[src/rtl/rst_seq_pkg.sv]
package rst_seq_pkg;
  localparam int N_SRC       = 5;
  localparam int N_LINE      = 5;
  localparam int SYNC_STAGES = 2;

  // line indices
  localparam int LN_EXTSYS  = 0;
  localparam int LN_EXTSOFT = 1;
  localparam int LN_CLK     = 2;
  localparam int LN_ISYS    = 3;
  localparam int LN_IGEN    = 4;

  typedef logic [N_SRC-1:0]  src_vec_t;
  typedef logic [N_LINE-1:0] line_vec_t;
  typedef logic [N_SRC*N_LINE-1:0] src_map_t;

  // OR together the line masks of every active source
  function automatic line_vec_t map_lines(src_vec_t act, src_map_t map);
    line_vec_t r;
    r = '0;
    for (int s = 0; s < N_SRC; s++) begin
      if (act[s]) r = r | map[s*N_LINE +: N_LINE];
    end
    return r;
  endfunction

  // width of a counter that must hold values 0..n
  function automatic int cnt_width(int unsigned n);
    return (n < 2) ? 1 : $clog2(n + 1);
  endfunction
endpackage

[src/rtl/rst_req_arbiter.sv]
module rst_req_arbiter
  import rst_seq_pkg::*;
#(
  parameter src_vec_t SRC_SYNC = 5'b11100
) (
  input  logic     clk,
  input  logic     rst_ni,
  input  src_vec_t req_i,
  input  logic     boundary_i,
  input  src_vec_t cause_clr_i,
  output src_vec_t fire_o,
  output src_vec_t live_o,
  output src_vec_t pend_o,
  output src_vec_t cause_o
);
  src_vec_t pend_q, on_q, cause_q;
  src_vec_t async_req, sync_req, fire;

  assign async_req = req_i & ~SRC_SYNC;
  assign sync_req  = req_i & SRC_SYNC;
  assign fire      = pend_q & {N_SRC{boundary_i}};

  always_ff @(posedge clk or negedge rst_ni) begin
    if (!rst_ni) begin
      pend_q  <= '0;
      on_q    <= '0;
      cause_q <= '0;
    end else begin
      pend_q  <= (pend_q & ~fire) | (sync_req & ~on_q & ~fire);
      on_q    <= (on_q | fire) & req_i;
      cause_q <= (cause_q & ~cause_clr_i) | async_req | fire;
    end
  end

  assign fire_o  = fire;
  assign live_o  = async_req | fire | (on_q & req_i);
  assign pend_o  = pend_q;
  assign cause_o = cause_q;
endmodule

[src/rtl/rst_bus_monitor.sv]
module rst_bus_monitor
  import rst_seq_pkg::*;
#(
  parameter int unsigned BMON_LIMIT = 64
) (
  input  logic clk,
  input  logic rst_ni,
  input  logic bus_cyc_i,
  input  logic bus_ack_i,
  input  logic force_i,
  output logic timeout_o
);
  localparam int BW = cnt_width(BMON_LIMIT - 1);
  localparam logic [BW-1:0] LAST = BW'(BMON_LIMIT - 1);

  logic [BW-1:0] cnt_q;
  logic          expire;

  assign expire = force_i & bus_cyc_i & ~bus_ack_i & (cnt_q == LAST);

  always_ff @(posedge clk or negedge rst_ni) begin
    if (!rst_ni)                             cnt_q <= '0;
    else if (!bus_cyc_i || bus_ack_i || expire) cnt_q <= '0;
    else if (cnt_q != LAST)                  cnt_q <= cnt_q + 1'b1;
  end

  assign timeout_o = expire;
endmodule

[src/rtl/rst_stretch.sv]
module rst_stretch
  import rst_seq_pkg::*;
#(
  parameter int unsigned HOLD_CYC = 16
) (
  input  logic      clk,
  input  logic      rst_ni,
  input  line_vec_t demand_i,
  output line_vec_t line_o
);
  localparam int CW = cnt_width(HOLD_CYC);
  localparam logic [CW-1:0] RELOAD = CW'(HOLD_CYC);

  logic [CW-1:0] cnt_q;
  line_vec_t     hold_q;

  always_ff @(posedge clk or negedge rst_ni) begin
    if (!rst_ni) begin
      cnt_q  <= '0;
      hold_q <= '0;
    end else if (|demand_i) begin
      cnt_q  <= RELOAD;
      hold_q <= hold_q | demand_i;
    end else if (cnt_q > CW'(1)) begin
      cnt_q  <= cnt_q - 1'b1;
    end else if (cnt_q == CW'(1)) begin
      cnt_q  <= '0;
      hold_q <= '0;
    end
  end

  // release retimed per line through a short flop chain
  for (genvar i = 0; i < N_LINE; i++) begin : g_rel
    logic [SYNC_STAGES-1:0] sh_q;
    always_ff @(posedge clk or negedge rst_ni) begin
      if (!rst_ni) sh_q <= '0;
      else         sh_q <= {sh_q[SYNC_STAGES-2:0], hold_q[i]};
    end
    assign line_o[i] = sh_q[SYNC_STAGES-1];
  end
endmodule

[src/rtl/rst_seq_ctrl.sv]
module rst_seq_ctrl
  import rst_seq_pkg::*;
#(
  parameter src_vec_t    SRC_SYNC   = 5'b11100,
  parameter src_map_t    SRC_MAP    = 25'b10000_11011_11011_11111_11111,
  parameter int unsigned HOLD_CYC   = 16,
  parameter int unsigned BMON_LIMIT = 64
) (
  input  logic       clk,
  input  logic       rst_ni,
  input  logic [4:0] req_i,
  input  logic       bus_cyc_i,
  input  logic       bus_ack_i,
  input  logic       rmw_lock_i,
  input  logic [4:0] cause_clr_i,
  output logic       rst_hard_o,
  output logic       rst_soft_o,
  output logic       rst_clk_o,
  output logic       rst_isys_o,
  output logic       rst_igen_o,
  output logic       bmon_force_o,
  output logic       bmon_timeout_o,
  output logic       bus_term_o,
  output logic [4:0] cause_o
);
  src_vec_t  fire_w, live_w, pend_w;
  line_vec_t async_lines_w, demand_w, held_w, lines_w;
  logic      boundary_w, timeout_w, lock_ignored_w;

  assign boundary_w     = ~bus_cyc_i | bus_ack_i | timeout_w;
  assign lock_ignored_w = rmw_lock_i & bmon_force_o;

  rst_req_arbiter #(.SRC_SYNC(SRC_SYNC)) u_arb (
    .clk(clk), .rst_ni(rst_ni), .req_i(req_i), .boundary_i(boundary_w),
    .cause_clr_i(cause_clr_i), .fire_o(fire_w), .live_o(live_w),
    .pend_o(pend_w), .cause_o(cause_o)
  );

  rst_bus_monitor #(.BMON_LIMIT(BMON_LIMIT)) u_bmon (
    .clk(clk), .rst_ni(rst_ni), .bus_cyc_i(bus_cyc_i), .bus_ack_i(bus_ack_i),
    .force_i(bmon_force_o), .timeout_o(timeout_w)
  );

  assign async_lines_w = map_lines(req_i & ~SRC_SYNC, SRC_MAP);
  assign demand_w      = map_lines(live_w, SRC_MAP);

  rst_stretch #(.HOLD_CYC(HOLD_CYC)) u_str (
    .clk(clk), .rst_ni(rst_ni), .demand_i(demand_w), .line_o(held_w)
  );

  assign lines_w = held_w | async_lines_w;

  assign rst_hard_o     = lines_w[LN_EXTSYS];
  assign rst_soft_o     = lines_w[LN_EXTSYS] | lines_w[LN_EXTSOFT];
  assign rst_clk_o      = lines_w[LN_CLK];
  assign rst_isys_o     = lines_w[LN_ISYS];
  assign rst_igen_o     = lines_w[LN_IGEN];
  assign bmon_force_o   = |pend_w;
  assign bmon_timeout_o = timeout_w;
  assign bus_term_o     = bus_cyc_i & ((|fire_w) | (|(req_i & ~SRC_SYNC)) | timeout_w);
endmodule

[config.mk]
export PLATFORM = sky130hd
export DESIGN_NAME = rst_seq_ctrl
export DESIGN_NICKNAME = d
export VERILOG_FILES = /design/src/rtl/rst_seq_pkg.sv /design/src/rtl/rst_req_arbiter.sv /design/src/rtl/rst_bus_monitor.sv /design/src/rtl/rst_stretch.sv /design/src/rtl/rst_seq_ctrl.sv
export SDC_FILE = /design/constraint.sdc
export NUM_CORES = 1
export LEC_CHECK = 0
export BUFFER_PORTS_ARGS = -buffer_cell sky130_fd_sc_hd__buf_2
export CORE_MARGIN = 3
export CORE_UTILIZATION = 45
export CTS_BUF_LIST = sky130_fd_sc_hd__clkbuf_8
export CTS_CLUSTER_DIAMETER = 40
export DETAILED_ROUTE_END_ITERATION = 8
export GPL_ROUTABILITY_DRIVEN = 0
export GPL_TIMING_DRIVEN = 0
export PLACE_DENSITY = 0.66
export SLEW_MARGIN = 20
export SYNTH_ARGS = -nofsm -noshare
export SYNTH_HDL_FRONTEND = slang
export SYNTH_SLANG_ARGS = --single-unit
[constraint.sdc]
create_clock -name clk -period 2.7 [get_ports clk]
set_clock_uncertainty 0.1 [all_clocks]
set_input_delay 0.135 -clock clk [delete_from_list [all_inputs] [get_ports clk]]
set_output_delay 0.135 -clock clk [all_outputs]
set_load 0.03 [all_outputs]
==> impl_metrics.json <==
{
  "status": "completed",
  "hold_depth": 3,
  "top_layer": "met4",
  "max_freq_mhz": 418,
  "end_kind": "primary output",
  "numClockSinks": 39,
  "reg2reg_to": "u_str.hold_q[1]$_DFFE_PN0P_",
  "antenna_found_initial": 0,
  "worstPathCellList": "ha_1 > and3_1 > and3_1 > clkbuf_1 > o21ai_0 > a21boi_0 > buf_2",
  "drive_above_1_share_pct": 21.7,
  "grt_max_degree": 40,
  "layout.nets": 192,
  "area.growth.synth_to_final_pct": 20.0,
  "dp_worst_setup_slack_ns": 0.544,
  "post_cts_buffers": 0,
  "worstSetupPathType": "reg -> out",
  "wl_per_cell_um": 13.2,
  "multi_input_area_um2": 571,
  "core.rowCount": 21,
  "wl_mm": 2.93,
  "regArea_um2": 976,
  "yosysMostFrequentCell": "dfrtp_1",
  "power-per-cell-area_nw_per_um2": 680,
  "yosys_warnings": 0,
  "relSlewSlack_pct": 45.5,
  "synth_top_area_share_pct": 60.8,
  "synth_fp_nets": 158,
  "stdcell_count": 221,
  "grt_pass1_vias": 1144,
  "leakagePower_uw": 0.000848,
  "peakVddDrop_v": 0.000364,
  "clk_path_buf_depth": 2,
  "clock_latency_ns": 0.29,
  "dpl.cell_count": 210,
  "synth_edf_count": 0,
  "min_period_ns": 2.39,
  "synth.area.top_cells": "dfrtp_1, nand2_1, a21o_1",
  "grt_pass1_wl_mm": 5.00,
  "cts_hold_buf": 3,
  "cts_resized": 0,
  "hp-start": "req_i[3]",
  "worstPathArrival_ns": 2.16,
  "wirelength_met1_mm": 1.27,
  "tns_ns": 0,
  "diodes": 0,
  "post-route-worst-setup-slack_ns": 0.307,
  "worstPathMaxFanout": 6,
  "drt_iter0_drc": 51,
  "startpoint_type": "flip-flop",
  "critPathLaunch": "u_bmon.cnt_q[0]$_DFFE_PN0P_",
  "vias": 1169,
  "netlist_top_cells_count": "dfrtp_1, nand2_1, nor2_1",
  "io_pins": 28,
  "dr.pass1.iters": 4,
  "die_height_um": 65.7,
  "coreArea_um2": 3390,
  "overflow": 0,
  "synth_area_um2": 1610,
  "cts-buffers-inserted": 5,
  "cp_common_cell": "and3_1",
  "r2r-start": "u_bmon.cnt_q[0]$_DFFE_PN0P_",
  "wl_met2_mm": 1.38,
  "clockRootBuffer": "clkbuf_8",
  "postSynth.asyncResetShare_pct": 100,
  "drc": 0,
  "detail-route-antenna-nets": 0,
  "die_w_um": 65.7,
  "ys_ff_latch": 39,
  "grtUsageTotal_pct": 15.8,
  "r2r_setup_slack_ns": 0.53,
  "synth-seq-area-share_pct": 60.8,
  "cts_max_level": 2,
  "num-fill-cells": 290,
  "hpwl_mm": 2.20,
  "yosysTopAreaCell": "dfrtp_1",
  "initial_utilization_pct": 47.4,
  "rsz0062_at_grt": "false",
  "max_stage_delay_ns": 0.42,
  "cpMaxStageDelayCell": "dfrtp_1",
  "r2r_cells": 5,
  "synth.distinct_cells": 39,
  "fin_crit_sh_pct": 88.6,
  "met3WireLength_um": 194,
  "min_path_type": "in -> reg",
  "syn_area_per_cell_um2": 11.5,
  "cts_tree": "built",
  "portBuffers": 24,
  "syn_inst": 140,
  "clkTransAtPathRegs_ns": 0.08,
  "worstPathRequired_ns": 2.47,
  "cap_violations": 0,
  "worst_pin_slew_ns": 0.817,
  "setup_viol": 0,
  "viasPerCell": 5.29,
  "hold_end": "u_arb.on_q[3]$_DFF_PN0_",
  "dieArea_um2": 4320,
  "hold_viol": 0,
  "yosys_most_used_dff": "dfrtp_1",
  "slew_violations": 0
}
area by class of cell:
class / instances / area share (%)
multi-input cells: 88 / 29.6
inverters: 9 / 1.88
clock buffers: 5 / 3.57
repair buffers: 27 / 7.80
well taps: 46 / 2.99
clock inverters: 3 / 2.27
flip-flops and latches: 39 / 50.7
plain buffers: 4 / 1.17
placed cells by master (no fill, tap or decap), types with 2 or more instances in the layout:
cell	count
and3_1	2
o21ai_0	5
nand2_1	11
o2111ai_1	2
dlygate4sd3_1	3
a21o_1	5
a221o_1	2
clkbuf_1	2
or3_1	4
xnor2_1	3
nor3_1	4
dfrtp_1	39
nor2_1	9
nor3b_1	2
buf_2	24
nand2b_1	2
a21boi_0	2
and4_1	2
o22ai_1	3
inv_1	8
nand3_1	4
ha_1	3
clkbuf_8	5
a21oi_1	3
a31oi_1	2
a22o_1	2
o21a_1	2
and2_1	3
through the flow:
stage,area (um^2),utilization [%],hold slack [ns],total power [uW]
after detailed placement,1780,52.6,0.185,848
after global routing,1930,56.8,0.0257,1380
after CTS,1930,56.8,0.0107,1330
final,1930,56.8,0.0159,1310
after global placement,1780,52.6,0.168,841
after floorplan,1610,-,-0.261,787
flip-flops by register name, summed over array words and instances (netlist names):
name              flops
u_bmon.cnt_q          6
u_arb.cause_o         5
u_str.cnt_q           5
u_str.g_rel.sh_q     10
u_arb.on_q            3
u_arb.pend_o          5
u_str.hold_q          5
layer usage:
layer | GRT usage [%] | up-vias
met1 | 18.7 | 563
li1 | - | 564
met4 | 8.55 | 0
met3 | 5.47 | 7
met2 | 25.0 | 35
met5 | 0 | -
power by group:
group	total, uW	switching (uW)	internal [uW]
Combinational	194	118	76.5
Clock	473	198	275
Sequential	643	25.1	618
Total	1310	341	969
worst max-delay path, delay by kind of cell (launching register included):
family                     cells  cell delay (ns)
adders and majority gates      1             0.24
AOI/OAI and AO/OA              2             0.30
buffers and inverters          2             0.48
DFF                            1             0.42
and+or+nand+nor                2             0.44
cell families (layout without fill, tap and decap cells):
| kind of cell | after synthesis | in the layout | synth area share (%) |
|---|---|---|---|
| AOI/OAI and AO/OA | 36 | 36 | 16.8 |
| xor gates and xnor gates | 3 | 3 | 1.64 |
| and+or+nand+nor | 46 | 46 | 14.7 |
| DFF | 39 | 39 | 60.8 |
| adders and majority gates | 3 | 3 | 2.34 |
| buffers and inverters | 13 | 48 | 3.66 |
how the worst max path moves through the flow:
stage	endpoint	slack [ns]	depth (start not counted)
after floorplan	bus_term_o	0.50	6
after global placement	u_str.hold_q[3]$_DFFE_PN0P_	0.58	5
after detailed placement	u_str.hold_q[1]$_DFFE_PN0P_	0.54	5
after CTS	bus_term_o	0.30	7
after global routing	bus_term_o	0.12	7
final	bus_term_o	0.31	7
Note: power is estimated with default switching activity, not from simulation.
